$ cat src/rtl/sfs_pkg.sv
package sfs_pkg;
  typedef enum logic [1:0] {
    VEC_QUIET  = 2'b00,
    VEC_MARKER = 2'b01,
    VEC_XFER   = 2'b10
  } vec_code_e;

  // Positions inside the frame; the order is part of the behaviour.
  localparam int XFER_POS   = 1;
  localparam int MARKER_POS = 2;
endpackage

$ cat src/rtl/sfs_frame_timer.sv
module sfs_frame_timer #(
  parameter int MCLK_DIV   = 2,
  parameter int FRAME_VECS = 16
) (
  input  logic                          clk,
  input  logic                          rst,
  input  logic                          restart,
  input  logic                          run,
  output logic [$clog2(FRAME_VECS)-1:0] slot,
  output logic                          vec_first,
  output logic                          vec_last
);
  localparam int DCW = (MCLK_DIV > 1) ? $clog2(MCLK_DIV) : 1;
  localparam int SW  = $clog2(FRAME_VECS);
  localparam logic [DCW-1:0] DMAX = DCW'(MCLK_DIV - 1);
  localparam logic [SW-1:0]  SMAX = SW'(FRAME_VECS - 1);

  logic [DCW-1:0] dcnt;

  always_ff @(posedge clk) begin
    if (rst || restart) begin
      dcnt <= '0;
      slot <= '0;
    end else if (run) begin
      if (dcnt == DMAX) begin
        dcnt <= '0;
        slot <= (slot == SMAX) ? '0 : slot + 1'b1;
      end else begin
        dcnt <= dcnt + 1'b1;
      end
    end
  end

  assign vec_first = (dcnt == '0);
  assign vec_last  = (dcnt == DMAX);
endmodule

$ cat src/rtl/sfs_src_store.sv
module sfs_src_store #(
  parameter int DW = 8,
  parameter int AW = 6
) (
  input  logic          clk,
  input  logic          rst,
  input  logic          restart,
  input  logic          advance,
  input  logic [AW:0]   len_in,
  input  logic          wr_en,
  input  logic [AW-1:0] wr_addr,
  input  logic [DW-1:0] wr_data,
  output logic [DW-1:0] rd_data
);
  localparam int DEPTH = 1 << AW;

  logic [DW-1:0] mem [DEPTH];
  logic [AW-1:0] addr;
  logic [AW:0]   len_q;
  logic [AW:0]   addr_inc;

  assign addr_inc = {1'b0, addr} + (AW+1)'(1);

  // Block-RAM style: one write port, one registered read port.
  always_ff @(posedge clk) begin
    if (wr_en) mem[wr_addr] <= wr_data;
    rd_data <= mem[addr];
  end

  always_ff @(posedge clk) begin
    if (rst) begin
      addr  <= '0;
      len_q <= '0;
    end else if (restart) begin
      addr  <= '0;
      len_q <= len_in;
    end else if (advance) begin
      addr <= (addr_inc >= len_q) ? '0 : addr_inc[AW-1:0];
    end
  end
endmodule

$ cat src/rtl/sfs_cap_store.sv
module sfs_cap_store #(
  parameter int DW = 8,
  parameter int AW = 6
) (
  input  logic          clk,
  input  logic          rst,
  input  logic          restart,
  input  logic [AW:0]   limit_in,
  input  logic          store,
  input  logic [DW-1:0] wr_data,
  input  logic [AW-1:0] rd_addr,
  output logic [DW-1:0] rd_data,
  output logic          full
);
  localparam int DEPTH = 1 << AW;

  logic [DW-1:0] mem [DEPTH];
  logic [AW:0]   addr;
  logic [AW:0]   limit_q;
  logic          wr_en;

  assign wr_en = store && !full;

  always_ff @(posedge clk) begin
    if (wr_en) mem[addr[AW-1:0]] <= wr_data;
    rd_data <= mem[rd_addr];
  end

  always_ff @(posedge clk) begin
    if (rst) begin
      addr    <= '0;
      limit_q <= '0;
      full    <= 1'b0;
    end else if (restart) begin
      addr    <= '0;
      limit_q <= limit_in;
      full    <= (limit_in == '0);
    end else if (wr_en) begin
      addr <= addr + 1'b1;
      full <= (addr + 1'b1 == limit_q);
    end
  end
endmodule

$ cat src/rtl/sample_frame_seq.sv
module sample_frame_seq
  import sfs_pkg::*;
#(
  parameter int DW         = 8,
  parameter int AW         = 6,
  parameter int MCLK_DIV   = 2,
  parameter int FRAME_VECS = 16
) (
  input  logic          clk,
  input  logic          rst,
  input  logic          start,
  input  logic          stop,
  input  logic [AW:0]   rec_len,
  input  logic [AW:0]   cap_count,
  input  logic          src_wr_en,
  input  logic [AW-1:0] src_wr_addr,
  input  logic [DW-1:0] src_wr_data,
  input  logic [DW-1:0] adc_data,
  input  logic [AW-1:0] cap_rd_addr,
  output logic [DW-1:0] cap_rd_data,
  output logic          mclk_en,
  output logic          fsync,
  output logic [1:0]    vec_ctrl,
  output logic [DW-1:0] dac_data,
  output logic          busy,
  output logic          done
);
  localparam int SW = $clog2(FRAME_VECS);
  localparam logic [SW-1:0] XFER_S   = SW'(XFER_POS);
  localparam logic [SW-1:0] MARKER_S = SW'(MARKER_POS);

  logic          run_q;
  logic [SW-1:0] slot;
  logic          vec_first;
  logic          vec_last;
  logic          xfer_end;
  logic [DW-1:0] src_word;
  vec_code_e     code_q;

  always_ff @(posedge clk) begin
    if (rst)        run_q <= 1'b0;
    else if (start) run_q <= 1'b1;
    else if (stop)  run_q <= 1'b0;
  end

  sfs_frame_timer #(.MCLK_DIV(MCLK_DIV), .FRAME_VECS(FRAME_VECS)) u_timer (
    .clk(clk), .rst(rst), .restart(start), .run(run_q),
    .slot(slot), .vec_first(vec_first), .vec_last(vec_last)
  );

  assign xfer_end = run_q && !start && (slot == XFER_S) && vec_last;

  sfs_src_store #(.DW(DW), .AW(AW)) u_src (
    .clk(clk), .rst(rst), .restart(start), .advance(xfer_end),
    .len_in(rec_len), .wr_en(src_wr_en), .wr_addr(src_wr_addr),
    .wr_data(src_wr_data), .rd_data(src_word)
  );

  sfs_cap_store #(.DW(DW), .AW(AW)) u_cap (
    .clk(clk), .rst(rst), .restart(start), .limit_in(cap_count),
    .store(xfer_end), .wr_data(adc_data), .rd_addr(cap_rd_addr),
    .rd_data(cap_rd_data), .full(done)
  );

  // Registered vector outputs.
  always_ff @(posedge clk) begin
    if (rst || !run_q) begin
      mclk_en  <= 1'b0;
      fsync    <= 1'b0;
      code_q   <= VEC_QUIET;
      dac_data <= '0;
    end else begin
      mclk_en <= vec_first;
      fsync   <= vec_first && (slot == '0);
      if (slot == XFER_S) begin
        code_q   <= VEC_XFER;
        dac_data <= src_word;
      end else if (slot == MARKER_S) begin
        code_q   <= VEC_MARKER;
        dac_data <= '1;
      end else begin
        code_q   <= VEC_QUIET;
        dac_data <= '0;
      end
    end
  end

  assign vec_ctrl = code_q;
  assign busy     = run_q;
endmodule

$ cat config.mk
export PLATFORM = sky130hd
export DESIGN_NAME = sample_frame_seq
export DESIGN_NICKNAME = d
export VERILOG_FILES = /design/src/rtl/sfs_pkg.sv /design/src/rtl/sfs_frame_timer.sv /design/src/rtl/sfs_src_store.sv /design/src/rtl/sfs_cap_store.sv /design/src/rtl/sample_frame_seq.sv
export SDC_FILE = /design/constraint.sdc
export NUM_CORES = 1
export LEC_CHECK = 0
export CELL_PAD_IN_SITES_DETAIL_PLACEMENT = 0
export CELL_PAD_IN_SITES_GLOBAL_PLACEMENT = 2
export CORE_AREA = 2 2 287 289
export DETAILED_ROUTE_END_ITERATION = 10
export DIE_AREA = 0 0 289 291
export GPL_ROUTABILITY_DRIVEN = 0
export PLACE_DENSITY = 0.82
export SKIP_CTS_REPAIR_TIMING = 1
export SLEW_MARGIN = 15
export SYNTH_ARGS = -nofsm -noshare
export SYNTH_HDL_FRONTEND = slang
export SYNTH_HIERARCHICAL = 1
export SYNTH_SLANG_ARGS = --single-unit
$ cat constraint.sdc
create_clock -name clk -period 4.6 [get_ports clk]
set_input_delay 0.69 -clock clk [delete_from_list [all_inputs] [get_ports clk]]
set_output_delay 0.69 -clock clk [all_outputs]
set_load 0.02 [all_outputs]
== Word level (Yosys, flattened, before mapping) ==
Memories as Yosys holds them, arrays and structs flattened. A register that Yosys moved wholly into a read port is not among the register bits.
Index checks and enable logic that the tools add are counted.

* Register bits after elaboration: 46
* RAM bits: 1024
* Output and inout bits: 22
* Logic and storage cells: 57
* Memories: 2

* $add $sub $neg: 4
* $lt $le $gt $ge: 1
* Equality and inequality tests: 4
* Multiplexer cells: 15
* Bitwise logic cells: 1
* Reduce and logical (&&, ||, !) cells: 17

{| class="wikitable"
|+ Memory list
! memory !! depth !! width !! rd ports !! clocked after Yosys merged registers in !! write ports !! line !! text
|-
| u_cap.mem || 64 || 8 || 1 || 1 || 1 || sfs_cap_store.sv:17 || <nowiki>logic [DW-1:0] mem [DEPTH];</nowiki>
|-
| u_src.mem || 64 || 8 || 1 || 1 || 1 || sfs_src_store.sv:17 || <nowiki>logic [DW-1:0] mem [DEPTH];</nowiki>
|}

{| class="wikitable"
|+ Operators with widths
! operator !! number
|-
| $mux 8 || 2
|-
| $mux 1 || 10
|-
| $add 6x1->7 const B || 1
|-
| $add 7x1->7 const B || 1
|-
| $eq 7x7->1 || 1
|-
| $ge 7x7->1 || 1
|-
| $logic_not 7->1 || 1
|-
| $mux 6 || 1
|-
| $logic_and 1x1->1 || 5
|-
| $add 4x1->4 const B || 1
|-
| $eq 4x1->1 const B || 1
|-
| $eq 4x2->1 const B || 1
|-
| $eq 4x4->1 const B || 1
|-
| $logic_not 4->1 || 1
|-
| $mux 4 || 1
|-
| $reduce_bool 2->1 || 2
|-
| $reduce_or 2->1 || 2
|-
| $logic_not 1->1 || 3
|-
| $logic_or 1x1->1 || 2
|-
| $mux 2 || 1
|-
| $reduce_and 2->1 || 1
|-
| $add 1x1->1 const B || 1
|-
| $not 1->1 || 1
|}

== Logic depth before layout (Yosys ltp) ==
* Depth in word-level cells: 7
* Mapped depth: 12

== Modules after synthesis ==
Netlist, hierarchy kept.

{| class="wikitable"
|+ Modules (own cells, without submodules)
! module !! instances !! cells an instance !! area each (µm²) !! seq. area each (µm²)
|-
| sfs_src_store || 1 || 1027 || 21017.7 || 15795.1
|-
| sfs_cap_store || 1 || 1022 || 20953.8 || 15835.2
|-
| sample_frame_seq || 1 || 45 || 470.5 || 260.2
|-
| sfs_frame_timer || 1 || 26 || 219.0 || 100.1
|}

== Worst setup path before layout ==
No wires, ideal clock.

* Path kind: in2reg
* From: input port start
* To: memory u_cap.mem[60][0], enable pin
* Setup time: 370 ps
* Arrival: 2297 ps
* Data required time: 4230 ps
* Path slack: 1932 ps
* Cell stages on the path: 7
* Cell sequence: inv_1 -> and4_1 -> nor2b_1 -> nand2_1 -> or3_1 -> clkbuf_1 -> nor2_1

* Cells in the longest elaborated chain, start to end: 7

{| class="wikitable"
|+ RTL lines
! element !! line !! text
|-
| start: declaration || sample_frame_seq.sv:11 || <nowiki>input logic start,</nowiki>
|-
| $logic_not 1->1 || sample_frame_seq.sv:51 || <nowiki>assign xfer_end = run_q && !start && (slot == XFER_S) && vec_last;</nowiki>
|-
| $logic_and 1x1->1 (3 in series) || sample_frame_seq.sv:51 ||
|-
| via xfer_end || sample_frame_seq.sv:36 || <nowiki>logic xfer_end;</nowiki>
|-
| $logic_and 1x1->1 || sfs_cap_store.sv:22 || <nowiki>assign wr_en = store && !full;</nowiki>
|-
| $mux 1 || sfs_cap_store.sv:25 || <nowiki>if (wr_en) mem[addr[AW-1:0]] <= wr_data;</nowiki>
|-
| $mux 1 (implied by the code) || sfs_cap_store.sv:25 ||
|-
| end: declaration || sfs_cap_store.sv:17 ||
|}

The timed path passes the listed nets, and every way through them passes these cells.

== Final worst setup path ==
* From: register u_timer.slot[0]
* To: memory u_cap.mem[46][2], enable pin

* Cells in the longest elaborated chain, start to end: 6

{| class="wikitable"
|+ RTL lines
! element !! line !! text
|-
| start: declaration || sfs_frame_timer.sv:9 || <nowiki>output logic [$clog2(FRAME_VECS)-1:0] slot,</nowiki>
|-
| start signal: assignment || sfs_frame_timer.sv:27 || <nowiki>slot <= (slot == SMAX) ? '0 : slot + 1'b1;</nowiki>
|-
| $eq 4x1->1 || sample_frame_seq.sv:51 ||
|-
| $logic_and 1x1->1 (2 in series) || sample_frame_seq.sv:51 ||
|-
| via xfer_end || sample_frame_seq.sv:36 ||
|-
| $logic_and 1x1->1 || sfs_cap_store.sv:22 ||
|-
| $mux 1 || sfs_cap_store.sv:25 ||
|-
| $mux 1 (implied by the code) || sfs_cap_store.sv:25 ||
|}

The timed path passes the listed nets, and every way through them passes these cells.

==> results.md <==
* FP Rows at approximately 110
* Switch share at between 20% and 30%
* First-pass GRT wire length at 137,000 µm
* Reg-to-Reg Start: u_timer/slot[0]$_SDFFE_PP0P_
* Fill cells at between 5,000 and 6,000
* Syn_nets at about 2,200
* Synth cell types at between 50 and 60
* Die area at 84,100 µm²
* Yosys warning count at 6
* IR drop worst, VDD at roughly 0.37 mV
* Hold_sp: u_src/rd_data[0]$_DFF_P_
* Top FF cell, synth: edfxtp_1
* Syn avg cell area at between 20 and 25 µm²
* Startpoint Class: flip-flop
* Layout cells sized above 1 at a little under a quarter
* DRC at 0
* Outcome: finished, final reports clean
* Worst slew pin tran at around 1.1 ns
* Effective utilization at floorplan at approximately 53%
* R2R setup slack at between 1 and 1.5 ns
* 1st-iter DRT viols at around 1,800
* Max-Cap Viols at 0
* Setup CP Type: reg -> reg
* Wire per inst at approximately 27 µm
* CTS tree: yes
* Die H at a little under 300 µm
* Total routed wirelength at between 90,000 and 100,000 µm
* Post-DP HPWL at ~57,000 µm
* TritonCTS Buffers at 107
* WP data required at roughly 4.9 ns
* Io pins at 69
* Skew-Pair Late Insertion Delay at 0.70 ns
* Synth Register Bits at between 1,000 and 1,500
* Pwr per Cell Area at about 420 nW/µm²
* Number of vias per cell at about 6.1
* Power, Total at 20.3 mW
* Min-Delay Endpoint: dac_data[0]$_SDFF_PP0_
* Area added between synthesis and finish at 12.0%
* IO Port Bufs at between 60 and 70
* Worst hold path type: reg -> reg
* CP endpoint kind: flip-flop
* Min-Delay Path Depth at 2
* Clock power share at a little over two fifths
* Congestion Overflow GR at 0
* Root Driver: clkbuf_16
* Area of the multi-input gates at 9850 µm²
* Die Width at between 200 and 300 µm
* DRT antenna net count at 0
* P_sw at 4.11 mW
* All-Layer GR Usage at between 20% and 30%
* Worst flop-to-flop path endpoint: u_cap/mem[46][2]$_DFFE_PP_
* Antenna diodes at 0
* Core ar. at 81,200 µm²
* Synthesized cell area at between 40,000 and 50,000 µm²
* Critical Path AT at roughly 3.8 ns
* Clk slew on worst S/H paths at approximately 0.06 ns
* Combinational Power Share at between 3 and 4%
* Setup Viol. Count Final at 0
* Sequential-to-total area share from yosys stat at ~75%
* RSZ-0062 raised after global routing: false
* Hold Violations, Final at 0
* Fin crit share at about 77%
* Reg power frac at 53.7%
* R2R depth at 5
* EDFF count, synth at 1,024
* Register Area at around 32,000 µm²
* Pre-antenna DRT Iters at 5
* Vias at approximately 20,000
* Layout Skew at 0.0521 ns
* Int Pwr at 16.1 mW
* Number of global-route vias before repair at around 21,000
* Async SR Flop Fraction at 0%
* Fin. max-slew vios at 0
* H-tree Lvls at 3
* FMAX at 284 MHz
* Largest net degree at the start of global routing at 77
* Shortest period the worst path allows at between 3 and 4 ns
* Worst slew margin at a little over a quarter
* Max Root-Sink Buffers at 3
* Crit-path max FO at 17
* Setup TNS at 0 ns
* Cells after synthesis at about 2,100
* Final core occ at between 50 and 60%
* Pleak at 14.8 nW
* Clock sinks at approximately 1,100
* # nets final at roughly 2,300
* Initial antenna violation count at 1
==> registers in the layout, indices dropped and copies added (netlist names) <==
register and flops:
u_cap/mem 512, u_src/mem 512, dac_data 8, u_cap/rd_data 8
u_src/rd_data 8, u_cap/addr 7, u_cap/limit_q 7, u_src/len_q 7
u_src/addr 6, u_timer/slot 4, vec_ctrl 2, busy 1
fsync 1, mclk_en 1, u_cap/full 1, u_timer/vec_last 1
==> power by group through the flow <==
| stage | registers (mW) | clock network (mW) | logic, mW |
|---|---|---|---|
| after floorplan | 11.1 | 0 | 0.308 |
| after global placement | 11.1 | 0 | 0.636 |
| after detailed placement | 11.1 | 0 | 0.649 |
| after CTS | 10.9 | 8.91 | 0.649 |
| after global routing | 10.9 | 9.28 | 0.687 |
| final | 10.9 | 8.74 | 0.641 |
==> cells by family (layout without fill, tap and decap cells) <==
logic type | Yosys count | after routing | synth area share (%)
AOI/OAI and AO/OA | 188 | 188 | 3.30
xor gates and xnor gates | 21 | 21 | 0.431
adders and majority gates | 10 | 10 | 0.293
buffers and inverters | 131 | 320 | 1.92
DFF | 1086 | 1086 | 75.0
muxes | 336 | 336 | 15.3
and+or+nand+nor | 348 | 348 | 3.81
==> worst max path at each step <==
| stage | startpoint | slack [ns] | depth (start not counted) | to |
|---|---|---|---|---|
| floorplan | start | 1.93 | 7 | u_cap/mem[60][0]$_DFFE_PP_ |
| global placement | start | 0.86 | 8 | u_cap/mem[45][3]$_DFFE_PP_ |
| detailed placement | start | 0.72 | 6 | u_cap/mem[46][4]$_DFFE_PP_ |
| CTS | u_timer/slot[0]$_SDFFE_PP0P_ | 0.92 | 5 | u_cap/mem[46][2]$_DFFE_PP_ |
| global route | u_timer/slot[0]$_SDFFE_PP0P_ | 0.75 | 5 | u_cap/mem[46][2]$_DFFE_PP_ |
| finish | u_timer/slot[0]$_SDFFE_PP0P_ | 1.07 | 5 | u_cap/mem[46][2]$_DFFE_PP_ |
==> metrics by stage <==
stage | worst slack, ns | cell area [µm²] | hold WS (ns) | std cells
after detailed placement | 0.721 | 44200 | 0.478 | 3181
after global placement | 0.860 | 44200 | 0.478 | 3181
after global routing | 0.747 | 47800 | 0.508 | 3379
after CTS | 0.919 | 47800 | 0.489 | 3379
after floorplan | 1.93 | 42700 | 0.447 | 2120
final | 1.07 | 47800 | 0.484 | 3379
==> worst max-delay path: stages, from the launching register on <==
cell and delay (ns):
dfxtp_1 0.66, nor4b_1 0.27, and4_1 0.36, nor2b_1 0.40, nand3_1 0.64, nor2_1 0.83
==> area by class of cell <==
cell class | instances | area share [%]
Timing Repair Buffer | 111 | 2.04
Clock buffer | 130 | 5.99
Clock inverter | 68 | 1.51
Multi-Input combinational cell | 903 | 20.6
Sequential cell | 1086 | 67.0
Tap cell | 1070 | 2.80
Inverter | 11 | 0.0864
==> Yosys cell counts, types with 5 or more instances <==
library cell,number,share of area [%]
buf_12,6,0.28
o21ai_1,9,0.11
dfxtp_1,62,2.9
mux4_2,221,12
xor2_1,7,0.14
buf_2,29,0.34
nand3b_1,14,0.25
and2_1,5,0.073
a221oi_1,10,0.21
or3_1,12,0.18
a221oi_2,21,0.74
nor3_1,17,0.20
a22o_1,16,0.33
o21ai_0,36,0.42
o22ai_1,17,0.25
nand4_1,5,0.073
mux2_2,41,1.1
nand2_1,38,0.33
a211oi_1,15,0.26
a21oi_1,37,0.43
ha_1,10,0.29
nor2_1,186,1.6
mux2i_1,51,1.2
inv_1,11,0.097
mux4_1,20,1.2
buf_4,15,0.26
nor2b_1,19,0.28
buf_1,7,0.062
clkbuf_1,45,0.40
a222oi_1,7,0.16
xnor2_1,14,0.29
nand2b_1,18,0.26
edfxtp_1,1024,72
buf_6,17,0.45
nand3_1,15,0.18
==> layer usage <==
metal  part of all wire, %  track usage [%]  routed length, µm
met5                     0                0                  0
met4                   3.3             7.77               3080
met3                   6.0             3.68               5540
met2                    50             36.9              46700
met1                    40             30.4              37400
==> cell usage in the layout, fill, tap and decap left out, types with 5 or more instances in the layout <==
cell             instances
edfxtp_1              1024
mux4_2                 221
nor2_1                 186
clkbuf_16              107
dfxtp_1                 59
mux2i_1                 51
clkdlybuf4s50_1         48
buf_4                   43
mux2_2                  41
nand2_1                 38
a21oi_1                 37
o21ai_0                 36
clkinv_2                24
a221oi_2                21
mux4_1                  20
clkinv_1                19
nand2b_1                18
nor2b_1                 18
o22ai_1                 17
nor3_1                  17
a22o_1                  16
a211oi_1                15
nand3_1                 15
nand3b_1                14
buf_2                   14
xnor2_1                 14
clkbuf_1                13
or3_1                   12
inv_1                   11
bufinv_16               11
clkbuf_8                10
a221oi_1                10
ha_1                    10
o21ai_1                  9
xor2_1                   7
a222oi_1                 7
clkinvlp_4               6
and2_1                   5
nand4_1                  5
(Power assumes the default switching activity.)
